## config.mk

```make
export PLATFORM = sky130hd
export DESIGN_NAME = vend_ctrl
export DESIGN_NICKNAME = d
export VERILOG_FILES = /design/src/rtl/vend_pkg.sv /design/src/rtl/vend_coin_dec.sv /design/src/rtl/vend_credit.sv /design/src/rtl/vend_ctrl.sv
export SDC_FILE = /design/constraint.sdc
export NUM_CORES = 1
export LEC_CHECK = 0
export ABC_AREA = 1
export BUFFER_PORTS_ARGS = -buffer_cell sky130_fd_sc_hd__buf_2
export CORE_AREA = 2 2 39 41
export DETAILED_ROUTE_END_ITERATION = 12
export DIE_AREA = 0 0 41 43
export GPL_ROUTABILITY_DRIVEN = 1
export REMOVE_ABC_BUFFERS = 1
export SKIP_CTS_REPAIR_TIMING = 1
export SYNTH_ARGS = -nofsm -noshare
export SYNTH_HDL_FRONTEND = slang
export SYNTH_SLANG_ARGS = --single-unit
```

## constraint.sdc

```tcl
create_clock -name clk_i -period 1.5 [get_ports clk_i]
set_input_delay 0.15 -clock clk_i [delete_from_list [all_inputs] [get_ports clk_i]]
set_output_delay 0.15 -clock clk_i [all_outputs]
set_load 0.02 [all_outputs]
```

## src/rtl/vend_pkg.sv

```systemverilog
package vend_pkg;
  typedef enum logic [1:0] {
    COIN_NONE  = 2'd0,
    COIN_SMALL = 2'd1,
    COIN_LARGE = 2'd2,
    COIN_VOID  = 2'd3
  } coin_e;
endpackage

```

## src/rtl/vend_coin_dec.sv

```systemverilog
module vend_coin_dec
  import vend_pkg::*;
#(
  parameter int unsigned SMALL = 5,
  parameter int unsigned LARGE = 10,
  parameter int unsigned VW    = $clog2(LARGE + 1)
) (
  input  logic          small_i,
  input  logic          large_i,
  output coin_e         kind_o,
  output logic [VW-1:0] value_o
);
  always_comb begin
    unique case ({large_i, small_i})
      2'b01:   begin kind_o = COIN_SMALL; value_o = VW'(SMALL); end
      2'b10:   begin kind_o = COIN_LARGE; value_o = VW'(LARGE); end
      2'b11:   begin kind_o = COIN_VOID;  value_o = '0;         end
      default: begin kind_o = COIN_NONE;  value_o = '0;         end
    endcase
  end
endmodule

```

## src/rtl/vend_credit.sv

```systemverilog
module vend_credit
  import vend_pkg::*;
#(
  parameter int unsigned PRICE = 15,
  parameter int unsigned LARGE = 10,
  parameter int unsigned VW    = $clog2(LARGE + 1),
  parameter int unsigned CW    = $clog2(PRICE),
  parameter int unsigned SW    = $clog2(PRICE + LARGE)
) (
  input  logic          clk_i,
  input  logic          rst_ni,
  input  coin_e         kind_i,
  input  logic [VW-1:0] value_i,
  output logic [CW-1:0] credit_o,
  output logic          disp_o
);
  logic [CW-1:0] credit_q, credit_d;
  logic          disp_q, disp_d;
  logic [SW-1:0] base, sum;

  // release state restarts the count at zero
  assign base = disp_q ? '0 : SW'(credit_q);
  assign sum  = base + SW'(value_i);

  always_comb begin
    credit_d = credit_q;
    disp_d   = 1'b0;
    if (kind_i == COIN_VOID) begin
      credit_d = base[CW-1:0];
    end else if (sum >= SW'(PRICE)) begin
      credit_d = '0;
      disp_d   = 1'b1;
    end else begin
      credit_d = sum[CW-1:0];
    end
  end

  always_ff @(posedge clk_i or negedge rst_ni) begin
    if (!rst_ni) begin
      credit_q <= '0;
      disp_q   <= 1'b0;
    end else begin
      credit_q <= credit_d;
      disp_q   <= disp_d;
    end
  end

  assign credit_o = credit_q;
  assign disp_o   = disp_q;
endmodule

```

## src/rtl/vend_ctrl.sv

```systemverilog
module vend_ctrl
  import vend_pkg::*;
#(
  parameter int unsigned SMALL = 5,
  parameter int unsigned LARGE = 10,
  parameter int unsigned PRICE = 15
) (
  input  logic clk_i,
  input  logic rst_ni,
  input  logic nickel_i,
  input  logic dime_i,
  output logic vend_o
);
  localparam int unsigned VW = $clog2(LARGE + 1);
  localparam int unsigned CW = $clog2(PRICE);
  localparam int unsigned SW = $clog2(PRICE + LARGE);

  coin_e         coin_kind;
  logic [VW-1:0] coin_val;
  logic [CW-1:0] credit_q;

  vend_coin_dec #(.SMALL(SMALL), .LARGE(LARGE), .VW(VW)) u_dec (
    .small_i (nickel_i),
    .large_i (dime_i),
    .kind_o  (coin_kind),
    .value_o (coin_val)
  );

  vend_credit #(.PRICE(PRICE), .LARGE(LARGE), .VW(VW), .CW(CW), .SW(SW)) u_credit (
    .clk_i    (clk_i),
    .rst_ni   (rst_ni),
    .kind_i   (coin_kind),
    .value_i  (coin_val),
    .credit_o (credit_q),
    .disp_o   (vend_o)
  );
endmodule

```

Word level (Yosys, flattened, before mapping)
Index checks and enable logic that the tools add are counted.
- memory bits (writable): 0
- input port bits: 4
- register bits: 5
- latch bits: 0
- word-level logic and storage cells: 15
- output and inout port bits: 1
- memory bits (read-only): 0
- memories: 0
- eq/ne operators: 4
- reduce and logical (&&, ||, !) cells: 0
- $add $sub $neg: 1
- divide/modulo/power cells: 0
- shifts and indexed selects: 0
- order comparisons: 1
- mux-type cells: 7
- bitwise operators: 0
- multipliers: 0
- operator list (kind ; count):
    4-bit two-way mux ; 3
    4-bit case mux with 2 select lines ; 1
    2-bit == test, second input constant ; 3
    2-bit case mux with 3 select lines ; 1
    5-bit by 4-bit adder with 5-bit output ; 1
    5-bit by 4-bit greater-or-equal comparator with 1-bit output, second input constant ; 1
    2-bit by 1-bit == test with 1-bit output, second input constant ; 1
    1-bit two-way mux ; 2

Longest topological paths before layout
Gate-level depths: netlist of the first run.
- depth in word-level cells: 6
- gate-level depth with buffers: 13
- depth with buffers taken out: 13

Cells and area by module
From an unflattened synthesis of the first run, not the netlist that was laid out.
- cells, all modules: 70
- area total of the unflattened synthesis: 478.0 µm²
- by module, submodules not included (module ; seq. area each (µm²) ; area an instance (µm²) ; cells each ; times used):
    vend_credit ; 125.1 ; 440.4 ; 62 ; 1
    vend_coin_dec ; 0.0 ; 37.5 ; 8 ; 1

Worst setup path after synthesis of the first run
Ideal clock, no wire load.
- kind: flip-flop to flip-flop
- start point: register u_credit.disp_q, in the netlist u_credit.disp_o
- end point: register u_credit.credit_q[0], in the netlist u_credit.credit_o[0]
- required time: 1383 ps
- stages on the path, launching flop included: 13
- period minus slack after synthesis: 1770 ps
- library setup time: 117 ps
- arrival: 1653 ps
- setup slack: -270 ps
- buffers on the path: 0
- path through: dfrtp_1 > nor2_2 > nand2_2 > and2_2 > ha_1 > inv_1 > nand2_1 > nand2_2 > nand2_2 > nor2_2 > nand3_2 > nand3_1 > nand2_1
- cells in the longest elaborated chain, start to end: 5
- ends and longest elaborated chain (what ; line ; source):
    start, declared ; vend_credit.sv:18 ; logic disp_q, disp_d;
    start signal, assigned ; vend_credit.sv:44 ; disp_q <= disp_d;
    4-bit two-way mux * ; vend_credit.sv:22 ; assign base = disp_q ? '0 : SW'(credit_q);
    5-bit by 4-bit adder with 5-bit output ; vend_credit.sv:23 ; assign sum = base + SW'(value_i);
    5-bit by 4-bit greater-or-equal comparator with 1-bit output ; vend_credit.sv:30 ; end else if (sum >= SW'(PRICE)) begin
    4-bit two-way mux ; vend_credit.sv:30 ;
    4-bit two-way mux * ; vend_credit.sv:28 ; if (kind_i == COIN_VOID) begin
    named net u_credit.credit_d[0] ; vend_credit.sv:17 ; logic [CW-1:0] credit_q, credit_d;
    end signal, assigned ; vend_credit.sv:43 ; credit_q <= credit_d;
    end, declared ; vend_credit.sv:17 ;
Mark *: on every way through the listed nets, which the timed path passes. The rest lies on a longest branch.

Worst setup path after layout of the first run
- start point: register u_credit.disp_q, in the netlist u_credit.disp_o
- end point: register u_credit.credit_q[1], in the netlist u_credit.credit_o[1]
Same word-level chain as after synthesis.

==> results of run 1 <==
-- metal layers --
metal | GRT usage [%] | part of all wire (%) | vias up | wire (um)
met5 | 0 | 0 | - | 0
met4 | 6.00 | 0 | 0 | 0
met3 | 3.14 | 1.7 | 0 | 19
met2 | 21.9 | 58 | 6 | 669
met1 | 18.2 | 40 | 241 | 455
li1 | - | - | 264 | -
-- sequential cells by signal, indices dropped and copies added (netlist names) --
register and count:
u_credit.credit_o 4, u_credit.disp_o 1
-- cell usage in the layout, fill, tap and decap left out --
cell,synthesis,routed
and2_4,0,1
clkbuf_1,0,1
dfrtp_1,5,4
ha_2,0,1
nand3_4,0,1
a21oi_2,1,1
buf_4,0,9
nor2_2,2,2
nand3_1,8,5
buf_2,0,4
nand2_2,4,7
inv_1,15,13
ha_4,0,2
nor2_1,6,3
nand4_1,2,2
nor2_4,1,4
dfrtp_2,0,1
clkbuf_4,0,3
nand3_2,3,5
dlygate4sd3_1,0,1
inv_2,1,3
nand2_1,23,20
-- worst max-delay path: cells and delay by family, from the launching register on --
| kind | cells | cell delay (ps) |
|---|---|---|
| fa+ha+maj | 1 | 150 |
| buf+inv | 2 | 110 |
| flops | 1 | 450 |
| simple gates | 10 | 840 |
-- area by class of cell --
class                           instances  area share, %
Multi-Input combinational cell         54           53.2
Sequential cell                         5           17.9
Timing Repair Buffer                   14           13.8
Inverter                               16           8.51
Clock buffer                            4           3.72
Tap cell                               16           2.84
-- power by group --
group	total, uW	switching (uW)	internal [uW]
logic	911	492	419
clock network	149	49.1	100
registers	238	40.2	198
-- metrics by stage --
step	total power, uW	cell area, um2	std cells	setup TNS [ps]
after floorplan	682	479	75	-1210
after global placement	914	572	102	-1170
after detailed placement	918	572	102	-1210
after CTS	1070	598	106	-1310
after global routing	1420	706	109	-1280
final	1300	706	109	-788
-- how the worst max path moves through the flow --
stage	from	to	slack (ps)	cells past startpoint
4_1_cts	u_credit.disp_o	u_credit.credit_o[0]	-300	12
3_3_place_gp	u_credit.disp_o	u_credit.credit_o[2]	-260	12
2_1_floorplan	u_credit.disp_o	u_credit.credit_o[0]	-270	12
5_1_grt	u_credit.disp_o	u_credit.credit_o[0]	-280	12
3_5_place_dp	u_credit.disp_o	u_credit.credit_o[0]	-280	12
6_report	u_credit.disp_o	u_credit.credit_o[1]	-180	13
-- cell families (layout without fill, tap and decap cells) --
| family | after synthesis | after routing |
|---|---|---|
| and+or+nand+nor | 50 | 50 |
| buffers and inverters | 16 | 34 |
| DFF | 5 | 5 |
| adders and majority gates | 3 | 3 |
| AOI/OAI and AO/OA | 1 | 1 |
==> results.md, run 1 <==
* DIE AREA at 0.00176 mm2
* CTS tree: yes
* Sequential share of the synthesized area at 26.1%
* DRC errors left at 0
* Mapped Avg Cell Area at 6.39 um2
* Post-DR wirelength/cell at 10.5 um
* Area leader, netlist: dfrtp_1
* Final Cycle Share at 112%
* CTS Sinks at 5
* Xor and xnor fraction of the mapped netlist area at 0%
* CP arrival at 1800 ps
* Hold Slack at 263 ps
* Final hold violation count at 0
* Syn Inst Count at 75
* Vert. Die Dim at 43 um
* Htree depth at 1
* Top-level I/O count at 5
* Pre-antenna DRT Iters at 4
* Initial core utilization at 34.6%
* Hold crit path type: in2async
* Gp weighted congestion at 0.787
* CP max stage cell: dfrtp_2
* Relative slew slack at 80.9%
* CTS max path bufs at 2
* Worst Path Max Fanout at 5
* Largest net degree at the start of global routing at 9
* DRT iter0 DRCs at 7
* Data required, critical path at 1620 ps
* Top FF cell, synth: dfrtp_1
* Vias in the first global route at 442
* RSZ-0062 raised after global routing: true
* PD cells at 1840 mW/mm2
* Global-route wire length before repair at 1720 um
* Post-synth top area share at 26.1%
* Dominant cells by area after synthesis: dfrtp_1, nand2_1, inv_1
* R2R Path End: u_credit.credit_o[1]
* CP Class: reg2reg
* Area of the core at 0.00138 mm2
* Most frequent cell after synthesis: nand2_1
* Post-synthesis register bit count at 5
* Total GRT Usage at 14.2%
* Failing checks: negative setup slack
* YS warnings at 0
* Critical Path Start Type: register
* Root Driver: clkbuf_4
* Ratio of cells with drive above 1 in the final layout at 47.3%
* Reg-to-Reg Start: u_credit.disp_o
* CTS buffer count at 3
* Final setup margin at -175 ps
* Clk_lat worst skew at 230 ps
* Asr flop ratio synth at 100%
* Cell variety after synth at 14
* Fin crit period at 1680 ps
* Static leakage at 0.000386 uW
* Nets at 101
* Reg area at 126 um2
* Post-Route WL at 1140 um
* Endpoint type of the worst setup path: register
* Multiplexer area fraction after synthesis at 0%
* Syn Std Cell Area at 479 um2
* Synth-to-Final Area Change at 47.3%
* Area of the multi-input gates at 375 um2
* Pre-CTS worst setup slack at -275 ps
* Hpwl dp at 819 um
* Adder-cell share of the synthesized area at 7.83%
* Run status: finished, violations left
* Worst R2R Path Depth at 13
* Antenna violations before repair at 0
* Row count at 14
* Cell mode on critical path: nand2_2
* Clock Pin Slew Worst Setup and Hold Paths at 40 ps
* Most frequent cells after synthesis: nand2_1, inv_1, nand3_1
* Final setup fails at 5
* Number of enable flip-flop cells after synthesis at 0
* Die Wd at 41 um
* VDD IR max at 0.608 mV
* Post-Synth Simple-Gate Area at 51.7%
* Avg Vias per Cell at 4.69
* ANT nets after route at 0
* Worst clock skew at 0.449 ps
* Total number of vias at 511
* Final Core Density at 51.0%
* Fin. max-slew vios at 0
* Fillers at 132
* Slew of the pin with the lowest slew margin at 286 ps
* Synth Area in Compound Gates at 1.83%
* Max-cap viol count at 0
* IO buf count at 4
* CP Cell Sequence: inv_2 > nand2_1 > nand2_2 > and2_4 > ha_4 > inv_2 > nand2_2 > nand2_2 > nand2_2 > nor2_4 > nand3_4 > nand3_2 > nand2_1
* Worst path max stage delay at 450 ps
* Largest family of logic cells by synthesized area: simple AND/OR/NAND/NOR gates
* Remaining global-route overflow at 0
* FMAX at 597 MHz
* Reg2reg setup slack at -180 ps
* ANT cells at 0
(Power assumes the default switching activity.)
==> run 2: changes to the inputs <==
==> constraint.sdc (replaced) <==
create_clock -name clk_i -period 2.17 [get_ports clk_i]
set_input_delay 0.217 -clock clk_i [delete_from_list [all_inputs] [get_ports clk_i]]
set_output_delay 0.217 -clock clk_i [all_outputs]
set_load 0.05 [all_outputs]
==> results.md, run 2 (synthesis results as in run 1) <==
* Remaining global-route overflow at 0
* Hold crit path type: in2async
* Critical Path Start Type: register
* Area of the multi-input gates at 294 um2
* Post-DR wirelength/cell at 8.98 um
* CTS max path bufs at 2
* Clk_lat worst skew at 240 ps
* R2R Path End: u_credit.credit_o[0]
* ANT cells at 0
* Reg-to-Reg Start: u_credit.disp_o
* Reg2reg setup slack at 360 ps
* IO buf count at 4
* CTS Sinks at 5
* Pre-CTS worst setup slack at 345 ps
* Antenna violations before repair at 0
* Area of the core at 0.00138 mm2
* CP delay by family, top: simple AND/OR/NAND/NOR gates
* VDD IR max at 0.479 mV
* CP max stage cell: dfrtp_1
* Combinational Power Share at 61.0%
* Total GRT Usage at 13.5%
* Global-route wire length before repair at 1610 um
* Static leakage at 0.000336 uW
* Final Cycle Share at 83.5%
* Hpwl dp at 771 um
* Reg area at 125 um2
* Vias in the first global route at 406
* Vert. Die Dim at 43 um
* Worst path max stage delay at 420 ps
* FMAX at 552 MHz
* Critical path buffer and inverter count at 1
* Nets at 92
* Clock share of power at 15.8%
* Initial core utilization at 34.6%
* Avg Vias per Cell at 4.59
* CP Cell Sequence: nor2_2 > nand2_2 > and2_2 > ha_1 > inv_1 > nand2_1 > nand2_2 > nand2_2 > nor2_2 > nand3_2 > nand3_1 > nand2_1
* Slew of the pin with the lowest slew margin at 246 ps
* Ratio of cells with drive above 1 in the final layout at 23.8%
* Setup_tns at 0 ps
* DIE AREA at 0.00176 mm2
* Internal power at 351 uW
* Gp weighted congestion at 0.788
* Root Driver: clkbuf_4
* Flop pwr share at 23.2%
* Htree depth at 1
* Die Wd at 41 um
* Final Core Density at 40.1%
* Final setup fails at 0
* Worst clock skew at 6.37 ps
* Run status: completed
* Worst R2R Path Depth at 12
* Worst Path Max Fanout at 5
* Endpoint type of the worst setup path: register
* Switching part of the total at 47.4%
* CP Class: reg2reg
* Fillers at 153
* Fin. max-slew vios at 0
* Largest net degree at the start of global routing at 9
* Post-Route WL at 898 um
* Max-cap viol count at 0
* Pre-antenna DRT Iters at 6
* PD cells at 1200 mW/mm2
* Fin crit period at 1810 ps
* Row count at 14
* Commonest non-fill, non-tap cell in the layout: nand2_1
* DRC errors left at 0
* Crit. path cell count at 12
* DRT iter0 DRCs at 10
* CP arrival at 1940 ps
* Most frequent cells in the layout: nand2_1, inv_1, nand3_1
* Data required, critical path at 2290 ps
* RSZ-0062 raised after global routing: false
* Final hold violation count at 0
* CTS buffer count at 3
* Top-level I/O count at 5
* Final setup margin at 357 ps
* Clock Pin Slew Worst Setup and Hold Paths at 40 ps
* NetSw at 317 uW
* CTS tree: yes
* Total number of vias at 459
* Synth-to-Final Area Change at 15.9%
* Relative slew slack at 83.7%
* ANT nets after route at 0
* Number of flip-flops in the largest register at 4
* Cell mode on critical path: nand2_2
-- run 2: cell count changes in the layout (fill, tap and decap cells not counted), moves of 2 or more --
cell	change
buf_4	-9
nor2_1	+3
nand3_2	-2
nand2_1	+3
nand2_2	-3
inv_2	-2
inv_1	+2
ha_4	-2
nor2_4	-3
ha_1	+3
nand3_1	+3
-- run 2: layout make-up --
cell class	count	share of cell area, %
Clock buffer	4	4.73
Multi-Input combinational cell	54	52.9
Sequential cell	5	22.5
Timing Repair Buffer	5	5.41
Tap cell	16	3.60
Inverter	16	10.8
-- run 2: worst register-to-register path, cell delays in order, from the launching register on --
cell and delay, ps:
dfrtp_1 420, nor2_2 180, nand2_2 100, and2_2 180, ha_1 180, inv_1 80
nand2_1 70, nand2_2 80, nand2_2 60, nor2_2 90, nand3_2 120, nand3_1 90
nand2_1 50
-- run 2: per-layer routing --
metal,track usage [%],vias to the layer above,share of wire (%)
met4,2.00,0,1.2
met5,0,-,0
li1,-,249,-
met1,16.3,199,44
met3,6.28,2,5.0
met2,21.6,9,49
-- run 2: worst max-delay path by stage --
stage | slack [ps] | start | end
after global routing | 110 | u_credit.disp_o | u_credit.credit_o[0]
after CTS | 330 | u_credit.disp_o | u_credit.credit_o[0]
after global placement | 350 | u_credit.disp_o | u_credit.credit_o[1]
after floorplan | 220 | u_credit.disp_o | u_credit.credit_o[0]
final | 360 | u_credit.disp_o | u_credit.credit_o[0]
after detailed placement | 350 | u_credit.disp_o | u_credit.credit_o[0]
-- run 2: stage by stage --
step	hold WS (ps)	total power [uW]	instances	cell area, um2
after detailed placement	37.9	565	95	519
after global routing	337	760	100	556
after global placement	30.8	565	95	519
final	343	668	100	556
after CTS	-223	676	99	546
after floorplan	-78.6	487	75	479
-- run 2: power groups by stage --
stage	clock, uW	combinational (uW)	sequential (uW)
after floorplan	0	311	176
after global placement	0	411	155
after detailed placement	0	408	157
after CTS	111	410	155
after global routing	127	474	159
final	106	407	155
